## src/rtl/pagerom_pkg.sv

```systemverilog
// Shared types for the page-mode ROM controller.
// Assumes active-low strobes on the memory side.
package pagerom_pkg;

    typedef enum logic [1:0] {
        PR_IDLE  = 2'd0,
        PR_LEAD  = 2'd1,
        PR_TRAIL = 2'd2,
        PR_GAP   = 2'd3
    } pr_state_e;

    typedef struct packed {
        logic cs_n;
        logic rd_n;
        logic wr_n;
        logic bs_n;
        logic oe;
    } pr_pins_t;

    localparam pr_pins_t PINS_QUIET = '{cs_n: 1'b1, rd_n: 1'b1, wr_n: 1'b1, bs_n: 1'b1, oe: 1'b0};

endpackage

```

## src/rtl/pagerom_sync.sv

```systemverilog
// Multi-stage synchronizer for an asynchronous level input.
// Assumes STAGES >= 2; output lags the input by STAGES rising edges.
module pagerom_sync #(
    parameter int STAGES = 2
) (
    input  logic clk,
    input  logic rst_n,
    input  logic d,
    output logic q
);
    logic [STAGES-1:0] sh_q;

    // Shift the raw level through the flop chain.
    always_ff @(posedge clk) begin
        if (!rst_n) sh_q <= '0;
        else        sh_q <= {sh_q[STAGES-2:0], d};
    end

    assign q = sh_q[STAGES-1];
endmodule

```

## src/rtl/pagerom_beat_timer.sv

```systemverilog
// Down-counter that times one beat; expired is high in the beat's final cycle.
// Assumes load and run are never needed in the same cycle for different beats.
module pagerom_beat_timer #(
    parameter int CW = 4
) (
    input  logic          clk,
    input  logic          rst_n,
    input  logic          load,
    input  logic [CW-1:0] load_val,
    input  logic          run,
    output logic          expired
);
    logic [CW-1:0] cnt_q;

    // Load a fresh wait count or step toward zero, then rest at zero.
    always_ff @(posedge clk) begin
        if (!rst_n)                   cnt_q <= '0;
        else if (load)                cnt_q <= load_val;
        else if (run && cnt_q != '0)  cnt_q <= cnt_q - 1'b1;
    end

    assign expired = (cnt_q == '0);
endmodule

```

## src/rtl/pagerom_addr_gen.sv

```systemverilog
// Beat address generator with in-page wrap and falling-edge output register.
// Assumes BEATS words fill one aligned page; index bits sit just above the byte offset.
module pagerom_addr_gen #(
    parameter int AW   = 24,
    parameter int OFS  = 2,
    parameter int IDXW = 2
) (
    input  logic          clk,
    input  logic          rst_n,
    input  logic          start,
    input  logic [AW-1:0] base,
    input  logic          step,
    output logic [AW-1:0] addr_out
);
    localparam int HIW = AW - OFS - IDXW;

    logic [HIW-1:0]  hi_q;
    logic [IDXW-1:0] idx_q;
    logic [OFS-1:0]  lo_q;
    logic [AW-1:0]   beat_addr;

    // Capture the page and start index; advance the index inside the page.
    always_ff @(posedge clk) begin
        if (!rst_n) begin
            hi_q  <= '0;
            idx_q <= '0;
            lo_q  <= '0;
        end else if (start) begin
            hi_q  <= base[AW-1:OFS+IDXW];
            idx_q <= base[OFS+IDXW-1:OFS];
            lo_q  <= base[OFS-1:0];
        end else if (step) begin
            idx_q <= idx_q + 1'b1;
        end
    end

    assign beat_addr = {hi_q, idx_q, lo_q};

    // Present the beat address to the ROM half a cycle later, on the falling edge.
    always_ff @(negedge clk) begin
        if (!rst_n) addr_out <= '0;
        else        addr_out <= beat_addr;
    end
endmodule

```

## src/rtl/pagerom_ctrl.sv

```systemverilog
// Page-mode ROM controller: single reads/writes with normal timing, and
// fixed-length burst reads holding the read strobe while the address moves.
// Assumes BEATS is a power of two >= 2 and DW is a multiple of 8.
module pagerom_ctrl
    import pagerom_pkg::*;
#(
    parameter int AW    = 24,
    parameter int DW    = 32,
    parameter int BEATS = 4,
    parameter int FWW   = 4,
    parameter int BWW   = 2
) (
    input  logic           clk,
    input  logic           rst_n,
    input  logic           req_start,
    input  logic           req_write,
    input  logic           req_burst,
    input  logic [AW-1:0]  req_addr,
    input  logic [DW-1:0]  req_wdata,
    input  logic [FWW-1:0] cfg_first_wait,
    input  logic [BWW-1:0] cfg_burst_wait,
    output logic           rsp_valid,
    output logic [DW-1:0]  rsp_rdata,
    output logic           rsp_done,
    output logic           mem_cs_n,
    output logic           mem_rd_n,
    output logic           mem_wr_n,
    output logic           mem_bs_n,
    output logic           mem_oe,
    output logic [AW-1:0]  mem_addr,
    output logic [DW-1:0]  mem_wdata,
    input  logic [DW-1:0]  mem_rdata,
    input  logic           mem_wait
);
    localparam int OFS  = $clog2(DW / 8);
    localparam int IDXW = $clog2(BEATS);
    localparam int CW   = (FWW > BWW) ? FWW : BWW;

    pr_state_e       state_q;
    pr_pins_t        pins_q;
    logic [IDXW-1:0] beat_q;
    logic            write_q;
    logic            burst_q;
    logic [BWW-1:0]  bwait_q;
    logic [DW-1:0]   rdata_q;
    logic [DW-1:0]   wdata_q;
    logic            valid_q;
    logic            done_q;

    logic            wait_s;
    logic            expired;
    logic            accept;
    logic            active;
    logic            beat_end;
    logic            last_beat;
    logic            step;
    logic [CW-1:0]   load_val;

    pagerom_sync #(.STAGES(2)) u_wait_sync (
        .clk   (clk),
        .rst_n (rst_n),
        .d     (mem_wait),
        .q     (wait_s)
    );

    assign accept    = (state_q == PR_IDLE) && req_start;
    assign active    = (state_q == PR_LEAD) || (state_q == PR_TRAIL);
    assign beat_end  = active && expired && !((state_q == PR_LEAD) && wait_s);
    assign last_beat = !burst_q || (beat_q == IDXW'(BEATS - 1));
    assign step      = beat_end && !last_beat;
    assign load_val  = accept ? CW'(cfg_first_wait) : CW'(bwait_q);

    pagerom_beat_timer #(.CW(CW)) u_timer (
        .clk      (clk),
        .rst_n    (rst_n),
        .load     (accept || step),
        .load_val (load_val),
        .run      (active),
        .expired  (expired)
    );

    pagerom_addr_gen #(.AW(AW), .OFS(OFS), .IDXW(IDXW)) u_addr (
        .clk      (clk),
        .rst_n    (rst_n),
        .start    (accept),
        .base     (req_addr),
        .step     (step),
        .addr_out (mem_addr)
    );

    // Sequence the transfer: accept, first beat, later beats, idle gap.
    always_ff @(posedge clk) begin
        if (!rst_n) begin
            state_q <= PR_IDLE;
            pins_q  <= PINS_QUIET;
            beat_q  <= '0;
            write_q <= 1'b0;
            burst_q <= 1'b0;
            bwait_q <= '0;
            rdata_q <= '0;
            wdata_q <= '0;
            valid_q <= 1'b0;
            done_q  <= 1'b0;
        end else begin
            valid_q <= 1'b0;
            done_q  <= 1'b0;
            unique case (state_q)
                PR_IDLE: begin
                    if (req_start) begin
                        state_q     <= PR_LEAD;
                        pins_q.cs_n <= 1'b0;
                        pins_q.bs_n <= 1'b0;
                        pins_q.rd_n <= req_write;
                        pins_q.wr_n <= !req_write;
                        pins_q.oe   <= req_write;
                        write_q     <= req_write;
                        burst_q     <= req_burst && !req_write;
                        bwait_q     <= cfg_burst_wait;
                        wdata_q     <= req_wdata;
                        beat_q      <= '0;
                    end
                end
                PR_LEAD, PR_TRAIL: begin
                    if (beat_end) begin
                        if (!write_q) begin
                            rdata_q <= mem_rdata;
                            valid_q <= 1'b1;
                        end
                        if (last_beat) begin
                            state_q <= PR_GAP;
                            pins_q  <= PINS_QUIET;
                            done_q  <= 1'b1;
                        end else begin
                            state_q     <= PR_TRAIL;
                            pins_q.bs_n <= 1'b1;
                            beat_q      <= beat_q + 1'b1;
                        end
                    end
                end
                PR_GAP: state_q <= PR_IDLE;
                default: state_q <= PR_IDLE;
            endcase
        end
    end

    assign mem_cs_n  = pins_q.cs_n;
    assign mem_rd_n  = pins_q.rd_n;
    assign mem_wr_n  = pins_q.wr_n;
    assign mem_bs_n  = pins_q.bs_n;
    assign mem_oe    = pins_q.oe;
    assign mem_wdata = wdata_q;
    assign rsp_rdata = rdata_q;
    assign rsp_valid = valid_q;
    assign rsp_done  = done_q;
endmodule

```

## config.mk

```make
export PLATFORM = sky130hd
export DESIGN_NAME = pagerom_ctrl
export DESIGN_NICKNAME = d
export VERILOG_FILES = /design/src/rtl/pagerom_pkg.sv /design/src/rtl/pagerom_sync.sv /design/src/rtl/pagerom_beat_timer.sv /design/src/rtl/pagerom_addr_gen.sv /design/src/rtl/pagerom_ctrl.sv
export SDC_FILE = /design/constraint.sdc
export NUM_CORES = 1
export LEC_CHECK = 0
export ABC_AREA = 1
export BUFFER_PORTS_ARGS = -buffer_cell sky130_fd_sc_hd__clkbuf_2
export CAP_MARGIN = 5
export CORE_MARGIN = 2
export CORE_UTILIZATION = 48
export CTS_BUF_LIST = sky130_fd_sc_hd__clkbuf_16
export DETAILED_ROUTE_END_ITERATION = 6
export MAX_ROUTING_LAYER = met4
export PLACE_DENSITY = 0.8
export SYNTH_ARGS = -nofsm -noshare
export SYNTH_HDL_FRONTEND = slang
export SYNTH_SLANG_ARGS = --single-unit
export TNS_END_PERCENT = 30
```

## constraint.sdc

```tcl
create_clock -name clk -period 1.8 [get_ports clk]
set_input_delay 0.54 -clock clk [delete_from_list [all_inputs] [get_ports clk]]
set_output_delay 0.54 -clock clk [all_outputs]
set_load 0.01 [all_outputs]
```

==> flow_summary.ini, run 1 <==
[sta]
hold_viol = 0
setup_violations = 24
slew_viol_final = 0
fin_worst_skew_ns = 0.0373
worst_slew_pin_slew_ns = 0.509
rsz0062_at_grt = true
slew_headroom = 0.661
setup_ws_ns = -0.501

[detailed_routing]
firstDrtPassIters = 4
drc = 0
antenna_left = 0
wl_per_cell_um = 12.1
via_count = 4585
wirelength_mm = 11.8
via_per_inst = 4.71
drt_iter0_drc = 142

[floorplan]
die_w_um = 104
start_util = 0.492
die_h_um = 104
core_area_um2 = 9730
dieArea_um2 = 10800
rows = 36
top_level_ports = 195

[global_routing]
busiest_layer = met2
use_met2 = 0.379
antenna_found_initial = 0
use_met3 = 0.0721
grt_max_degree = 66
track_usage = 0.231
grt_pass1_vias = 4478
met1_usage = 0.273
grt_overflow = 0
grt_pass1_wl_mm = 19.7

[clock_network]
clk-insertion-delay-late_ns = 0.44
clockBufferDepth = 2
cts_sinks = 133
cts_tree = yes
cts_root_buffer = clkbuf_16
cts_hold_buf = 0
clk_pin_slew_ns = 0.06
numCtsBuffers = 17
htreeDepth = 4

[worst_setup_path]
required_ns = 1.26
crit_family = flip-flops
max_stage_delay_ns = 0.31
cp_max_fo = 1
worstSetupPathType = flip-flop to output pin
worstPathBufferInverterCount = 1
cp-end-kind = output pin
crit_slowest_cell = dfxtp_2
worstSetupStartpointType = flip-flop
arrival_ns = 1.76
crit_chain = buf_6

[power_and_ir_drop]
power_mw = 11.1
powerDensity_nw_per_um2 = 1670
irDropWorstVdd_v = 0.000895
p_leak_nw = 3.55

[layout]
final_nets = 933
diodes = 0
drive_gt1_frac = 0.310
final_area_um2 = 6630
syn_to_final_growth_pct = 38.5

[yosys]
ys.warnings.count = 0
synth-seq-cells = 133
ys_seq_area_frac = 0.556
synth_nets = 716
avgSynthCellArea_um2 = 7.85
ys_types = 28
syn_area_um2 = 4790
syn-instance-count = 610

[run_status]
violations = setup timing
status = complete, but fails checks

[placement]
io_buffers = 194
gp_congestion = 0.834
placed_area_um2 = 5900
dp_hpwl_mm = 8.64

[min_path]
hold_path.class = input port to flip-flop

[run]
maxCapViolCount = 0
==> Yosys cell counts <==
library cell | number | share of area
and3_1 | 1 | 0.0013
o21ai_1 | 12 | 0.013
o211ai_1 | 1 | 0.0016
inv_4 | 1 | 0.0013
inv_2 | 3 | 0.0024
buf_2 | 2 | 0.0021
a21oi_4 | 1 | 0.0034
inv_1 | 44 | 0.034
clkbuf_1 | 23 | 0.018
nand3b_1 | 1 | 0.0016
xor2_1 | 1 | 0.0018
a21oi_1 | 11 | 0.011
nor2_1 | 190 | 0.15
nor2_2 | 1 | 0.0013
nand4_1 | 7 | 0.0091
o21ai_0 | 81 | 0.085
nand3_1 | 14 | 0.015
nand3_2 | 1 | 0.0021
buf_6 | 6 | 0.014
nor3_1 | 1 | 0.0010
dfxtp_1 | 133 | 0.56
buf_1 | 2 | 0.0016
nor2b_1 | 1 | 0.0013
a211oi_1 | 1 | 0.0016
nand2_4 | 1 | 0.0024
nor2_8 | 1 | 0.0042
ha_1 | 6 | 0.016
nand2_1 | 63 | 0.049
==> state kept, by name (all words and copies together), names as in the netlist, 2 cells and up <==
| register | flops |
|---|---|
| mem_wdata | 32 |
| rsp_rdata | 32 |
| u_addr.addr_out | 24 |
| u_addr.hi_q | 20 |
| u_timer.cnt_q | 4 |
| beat_q | 2 |
| bwait_q | 2 |
| state_q | 2 |
| u_addr.idx_q | 2 |
| u_addr.lo_q | 2 |
| u_wait_sync.sh_q | 2 |
==> placed cells by master (no fill, tap or decap), drive strengths merged, types with 2 or more instances in the layout <==
cell type,netlist,layout
clkinv,0,6
a21oi,12,12
o21ai,93,93
nand2,64,64
clkinvlp,0,4
bufinv,0,2
clkbuf,23,189
ha,6,6
nand3,15,15
nand4,7,7
inv,48,73
buf,10,37
dfxtp,133,133
nor2,192,192
==> timing repair <==
item	in CTS	in global routing
setup endpoints to repair	24	41
gates resized for setup	7	38
endpoints found under the hold margin	0	0
buffers inserted	0	0
==> routing by layer <==
metal / vias up / share of wire
met3: 15 / 0.069
met2: 159 / 0.50
met1: 2052 / 0.42
met4: 0 / 0.012
li1: 2359 / -
met5: - / 0
==> kinds of logic (layout without fill, tap and decap cells) <==
| kind of cell | count (synthesis) | count (layout) | share of synthesized area |
|---|---|---|---|
| AOI/OAI and AO/OA | 107 | 107 | 0.115 |
| adders and majority gates | 6 | 6 | 0.0157 |
| and+or+nand+nor | 282 | 282 | 0.237 |
| DFF | 133 | 133 | 0.556 |
| xor gates and xnor gates | 1 | 1 | 0.00183 |
| buffers and inverters | 81 | 311 | 0.0739 |
==> power breakdown <==
group	internal (mW)	switching [mW]
registers	3.76	0.410
clock network	2.10	1.36
logic	1.34	2.11
==> path summary, 6_finish.rpt <==
| check | cells after the start | slack [ns] | endpoint | startpoint |
|---|---|---|---|---|
| max reg2reg | 9 | 0.12 | rsp_rdata[9]$_SDFFE_PN0P_ | state_q[1]$_SDFFE_PN0P_ |
| min reg2reg | 2 | 0.42 | u_wait_sync.sh_q[1]$_SDFF_PN0_ | u_wait_sync.sh_q[0]$_SDFF_PN0_ |
| min | 3 | 0.33 | u_wait_sync.sh_q[0]$_SDFF_PN0_ | mem_wait |
| max | 1 | -0.50 | mem_addr[4] | u_addr.addr_out[4]$_SDFF_NN0_ |
==> through the flow <==
step	utilization	cells	worst slack [ns]	TNS [ns]	hold slack, ns
floorplan	-	610	-0.106	-2.53	0.390
global placement	0.606	918	-0.157	-4.74	0.413
detailed placement	0.606	918	-0.203	-5.19	0.409
CTS	0.675	973	-0.524	-12.18	0.315
global route	0.682	973	-0.544	-12.55	0.315
finish	0.682	973	-0.501	-11.63	0.329
==> cell type report <==
class	instances	area [µm²]
fillers	793	3100
flip-flops and latches	133	2680
multi-input cells	396	1790
repair buffers	208	1160
clock buffers	18	450
clock inverters	38	210
inverters	47	179
well taps	133	166
No activity file was read; power rests on OpenSTA's default activity.
==> inputs of run 2 (changes only) <==
--- a/config.mk
+++ b/config.mk
@@ -9,12 +9,13 @@
 export BUFFER_PORTS_ARGS = -buffer_cell sky130_fd_sc_hd__clkbuf_2
 export CAP_MARGIN = 5
 export CORE_MARGIN = 2
-export CORE_UTILIZATION = 48
+export CORE_UTILIZATION = 49
 export CTS_BUF_LIST = sky130_fd_sc_hd__clkbuf_16
 export DETAILED_ROUTE_END_ITERATION = 6
 export MAX_ROUTING_LAYER = met4
-export PLACE_DENSITY = 0.8
+export PLACE_DENSITY = 0.82
 export SYNTH_ARGS = -nofsm -noshare
 export SYNTH_HDL_FRONTEND = slang
+export SYNTH_HIERARCHICAL = 1
 export SYNTH_SLANG_ARGS = --single-unit
 export TNS_END_PERCENT = 30
==> run 2 against run 1 <==
The run still ends with setup timing left. Worst hold slack worse by 0.012 ns. Count of clock-buffer cells in the layout rose by 1. Critical path depth is the same. Non-clock buffer count increased by 2. Cell area up 5.0%. Synthesized cell count up 3.0%. Wire length is 2.3% higher. Cell count grew 2.2%. First-iteration DRC count is 14% higher. Die area increased by 4.3%. Critical endpoint is now mem_addr[1]. Largest power group unchanged.
==> flow_summary.ini, run 2 <==
[run_status]
status = complete, but fails checks
violations = setup timing

[power_and_ir_drop]
p_int_mw = 7.18
irDropWorstVdd_v = 0.000762
switching_share = 0.361
powerDensity_nw_per_um2 = 1610
p_sw_mw = 4.06
power_mw = 11.2
clock_power_share = 0.342
p_leak_nw = 3.56
pwr-share-seq = 0.350
p_comb_frac = 0.309

[layout]
final_area_um2 = 6970
syn_to_final_growth_pct = 36.3
layout.cells.non_filler = 994
diodes = 0
final_nets = 950
layout_common_cells = clkbuf_2 (170), nor2_1 (128), dfxtp_1 (125)
post-route-util = 0.681
drive_gt1_frac = 0.355
layout_commonest_cell = clkbuf_2
fillers = 841

[worst_setup_path]
worstSetupPathType = flip-flop to output pin
max_stage_delay_ns = 0.33
worstSetupStartpointType = flip-flop
crit_slowest_cell = dfxtp_2
required_ns = 1.26
cp_max_fo = 1
crit_chain = buf_6
worstPathBufferInverterCount = 1
cp-end-kind = output pin
arrival_ns = 1.80
crit_family = flip-flops

[yosys]
ys_seq_area_frac = 0.521
synth-seq-cells = 133
synth-async-reset-ratio = 0
synth_area_leaders = dfxtp_1 (52%), nor2_1 (9.4%), nand2_1 (7.6%)
synth.most_common_cell = dfxtp_1
synthFlopType = dfxtp_1
syn-instance-count = 628
synth_common_cells = dfxtp_1 (133), nor2_1 (128), nand2_1 (103), o21ai_0 (56), inv_1 (47)
synth_largest_area_cell = dfxtp_1
synth_nets = 733
ys.warnings.count = 6
syn_area_um2 = 5110
ys_types = 31
avgSynthCellArea_um2 = 8.13
yosysTopAreaCellShare = 0.521
synth-edff-count = 0

[clock_network]
cts_setup_buffers = 0
cts_tree = yes
clk_pin_slew_ns = 0.06
cts_sinks = 133
cts_root_buffer = clkbuf_16
clk-insertion-delay-late_ns = 0.46
numCtsBuffers = 17
cts_hold_buf = 0
htreeDepth = 4
clockBufferDepth = 2

[sta]
slew_headroom = 0.713
fin_setup_tns_ns = -11.70
rsz0062_at_grt = true
hold_viol = 0
slew_viol_final = 0
timing.hold.ws_ns = 0.318
setup_ws_ns = -0.543
worst_slew_pin_slew_ns = 0.431
fin_worst_skew_ns = 0.0610
setup_violations = 24

[placement]
gp_congestion = 0.803
io_buffers = 194
dp_hpwl_mm = 8.01
pre_cts_slack_ns = -0.153
dp.cells = 939
placed_area_um2 = 6140

[global_routing]
grt_overflow = 0
track_usage = 0.223
antenna_found_initial = 0
grt_pass1_vias = 4331
grt_max_degree = 48
grt_pass1_wl_mm = 19.7

[floorplan]
rows = 37
dieArea_um2 = 11300
die_h_um = 106
core_area_um2 = 10200
die_w_um = 106
start_util = 0.499
top_level_ports = 195

[detailed_routing]
via_per_inst = 4.67
antenna_left = 0
drc = 0
wl_per_cell_um = 12.1
wirelength_mm = 12.0
via_count = 4641
drt_iter0_drc = 162
firstDrtPassIters = 4

[run]
maxCapViolCount = 0

[min_path]
hold_path.class = input port to flip-flop
==> run 2: cell count changes after synthesis, sizes merged, moves of 2 or more <==
cell	before	now
nor2	192	130
nand2	64	113
a21oi	12	44
o21ai	93	61
nand3	15	46
buf	10	24
clkbuf	23	11
nand4	7	0
inv	48	54
clkinv	0	2
or2	0	2
==> run 2: worst paths after layout <==
check / start / endpoint / slack (ns) / cells after the start
worst max-delay path: u_addr/addr_out[1]$_SDFF_NN0_ / mem_addr[1] / -0.54 / 1
worst min-delay path: mem_wait / u_wait_sync/sh_q[0]$_SDFF_PN0_ / 0.32 / 3
worst max register to register: u_timer/cnt_q[0]$_SDFFE_PN0P_ / rsp_rdata[5]$_SDFFE_PN0P_ / 0.13 / 12
worst min register to register: u_wait_sync/sh_q[0]$_SDFF_PN0_ / u_wait_sync/sh_q[1]$_SDFF_PN0_ / 0.42 / 2
==> run 2: kinds of logic after synthesis <==
kind of cell	synth area share
buffers and inverters	0.0982
flip-flops	0.521
AO/OA/AOI/OAI	0.114
XOR/XNOR	0.00171
AND/OR/NAND/NOR	0.253
adder cells (fa/ha/maj)	0.0122
==> run 2: layout make-up <==
type,count,area [µm²],area share
Timing Repair Buffer,210,1190,0.171
Clock inverter,37,253,0.0363
Tap cell,136,170,0.0244
Clock buffer,19,475,0.0683
Sequential cell,133,2670,0.384
Inverter,55,218,0.0313
Multi-Input combinational cell,404,1980,0.285
==> run 2: power by group through the flow <==
stage               clock network, mW  registers [mW]  logic [mW]
detailed placement             0.0850            3.97        3.32
global route                     4.09            4.00        3.89
CTS                              3.91            3.92        3.40
global placement               0.0850            3.95        3.26
floorplan                      0.0850            4.15        2.30
finish                           3.84            3.93        3.47
==> run 2: worst min-delay path: cells and delay by family <==
kind	cells	cell delay, ns
and+or+nand+nor	1	0.04
buffers and inverters	2	0.11
==> run 2: metal layers <==
layer	wire length [µm]	global-route usage	part of all wire	up-vias
li1	-	-	-	2418
met1	5180	0.263	0.43	2070
met2	6080	0.371	0.50	139
met3	631	0.0576	0.052	14
met4	153	0.0742	0.013	0
met5	0	-	0	-
==> run 2: timing repair <==
| action | in CTS | in global routing |
|---|---|---|
| endpoints found under the hold margin | 0 | 0 |
| resized for setup | 11 | 39 |
| pin swaps | 0 | 3 |
| setup endpoints to repair | 33 | 62 |
==> inputs of run 3 (changes only) <==
--- a/config.mk
+++ b/config.mk
@@ -9,13 +9,12 @@
 export BUFFER_PORTS_ARGS = -buffer_cell sky130_fd_sc_hd__clkbuf_2
 export CAP_MARGIN = 5
 export CORE_MARGIN = 2
-export CORE_UTILIZATION = 49
+export CORE_UTILIZATION = 48
 export CTS_BUF_LIST = sky130_fd_sc_hd__clkbuf_16
 export DETAILED_ROUTE_END_ITERATION = 6
 export MAX_ROUTING_LAYER = met4
 export PLACE_DENSITY = 0.82
 export SYNTH_ARGS = -nofsm -noshare
 export SYNTH_HDL_FRONTEND = slang
-export SYNTH_HIERARCHICAL = 1
 export SYNTH_SLANG_ARGS = --single-unit
 export TNS_END_PERCENT = 30
==> run 3 against run 2 <==
Count of clock-buffer cells in the layout shrank 2. Sequential share of layout area grew 2.2 points. Cell count shrank 2.1%. Critical path depth is the same. Wire length grew 2.8%. Critical endpoint unchanged. First-iteration DRC count grew 21%. Total power shrank 2.2%. Largest power group unchanged. Clock power shrank 14%. Critical path type unchanged. The flow still finishes with violations (setup timing). Sequential cell count is the same.
==> flow_summary.ini, run 3 (synthesis gave the netlist of run 1 again) <==
[min_path]
hold_start = mem_wait
holdPathStages = 3
hold_path.class = input port to flip-flop
worst_hold_path.endpoint = u_wait_sync.sh_q[0]$_SDFF_PN0_

[floorplan]
die_h_um = 104
die_w_um = 104
start_util = 0.492
dieArea_um2 = 10800
rows = 36
top_level_ports = 195
core_area_um2 = 9730

[detailed_routing]
drt_iter0_drc = 196
via_count = 4679
wl_per_cell_um = 12.7
antenna_left = 0
drc = 0
wirelength_mm = 12.4
via_per_inst = 4.81
firstDrtPassIters = 4

[sta]
hold_viol = 0
timing.hold.ws_ns = 0.318
worst_slew_pin_slew_ns = 0.457
setup_ws_ns = -0.500
slew_viol_final = 0
slew_headroom = 0.695
setup_violations = 24
fin_worst_skew_ns = 0.0433
rsz0062_at_grt = true

[power_and_ir_drop]
p_leak_nw = 3.54
power_mw = 11.0
irDropWorstVdd_v = 0.000915
powerDensity_nw_per_um2 = 1670

[worst_setup_path]
crit_family = flip-flops
required_ns = 1.26
worstSetupPathType = flip-flop to output pin
crit_chain = buf_2
crit_slowest_cell = dfxtp_1
cp_num_cells = 1
r2r_end = rsp_rdata[26]$_SDFFE_PN0P_
regToRegStartpoint = state_q[0]$_SDFFE_PN0P_
arrival_ns = 1.76
cp_max_fo = 1
cp-end-kind = output pin
r2r_cells = 9
worstSetupStartpointType = flip-flop
reg2reg_setup_slack_ns = 0.13
worstPathBufferInverterCount = 1
max_stage_delay_ns = 0.30

[layout]
layout_common_cells = nor2_1 (190), clkbuf_2 (169), dfxtp_1 (124)
layout.cells.non_filler = 973
fillers = 807
final_nets = 933
diodes = 0
syn_to_final_growth_pct = 37.7
drive_gt1_frac = 0.311
layout_commonest_cell = nor2_1
post-route-util = 0.677

[placement]
pre_cts_slack_ns = -0.166
dp.cells = 918
io_buffers = 194
dp_hpwl_mm = 8.82
gp_congestion = 0.825

[clock_network]
cts_root_buffer = clkbuf_16
cts_setup_buffers = 0
cts_tree = yes
cts_sinks = 133
cts_hold_buf = 0
clk-insertion-delay-late_ns = 0.44
htreeDepth = 4
numCtsBuffers = 17
clk_pin_slew_ns = 0.06
clockBufferDepth = 2

[global_routing]
antenna_found_initial = 0
grt_pass1_wl_mm = 20.2
grt_max_degree = 59
grt_overflow = 0
grt_pass1_vias = 4527
track_usage = 0.239

[run_status]
status = complete, but fails checks
violations = setup timing

[run]
maxCapViolCount = 0
-- run 3: changes by cell type in the layout (fill, tap and decap cells not counted), moves of 5 or more --
cell     previous run  this run
nor2_1            128       190
inv_2               9         4
nand3_2            13         2
nand4_1             0         7
a21oi_2            15         0
o21ai_0            55        80
a21oi_1            29        11
inv_8               6         0
o21ai_1             5        13
nand3_1            32        13
nand2_1           103        60
-- run 3: worst max path at each step --
stage,start,endpoint
4_1_cts,u_addr.addr_out[23]$_SDFF_NN0_,mem_addr[23]
3_5_place_dp,rst_n,u_addr.addr_out[22]$_SDFF_NN0_
5_1_grt,u_addr.addr_out[20]$_SDFF_NN0_,mem_addr[20]
6_report,u_addr.addr_out[1]$_SDFF_NN0_,mem_addr[1]
2_1_floorplan,rst_n,u_addr.addr_out[2]$_SDFF_NN0_
3_3_place_gp,rst_n,u_addr.addr_out[8]$_SDFF_NN0_
-- run 3: power by group --
part	leakage [nW]	switching [mW]	internal, mW
logic	2.04	2.18	1.34
clock network	0.393	1.45	1.85
registers	1.10	0.425	3.76
-- run 3: stage by stage --
| step | TNS (ns) | area, µm² |
|---|---|---|
| 6_report | -11.63 | 6590 |
| 5_1_grt | -12.49 | 6590 |
| 4_1_cts | -12.19 | 6520 |
| 3_5_place_dp | -4.92 | 5890 |
| 3_3_place_gp | -4.66 | 5890 |
| 2_1_floorplan | -2.53 | 4840 |
-- run 3: layer usage --
metal	global-route usage	share of wire	vias to the layer above
met1	0.256	0.41	2107
met3	0.0764	0.066	22
met5	-	0	-
met2	0.406	0.50	188
met4	0.105	0.024	0
li1	-	-	2362
-- run 3: cell type report --
cell class                 instances  area, µm²  area share
inverter                          47        179      0.0271
tap                              133        166      0.0252
sequential                       133       2680       0.406
clock inverter                    39        203      0.0308
timing repair buffer             208       1140       0.174
clock buffer                      17        425      0.0645
multi-input combinational        396       1800       0.273
-- run 3: what timing repair did --
item | CTS | global route
endpoints found under the hold margin | 0 | 0
gates resized for setup | 4 | 43
pin swaps | 0 | 1
endpoints found under the setup margin | 24 | 67
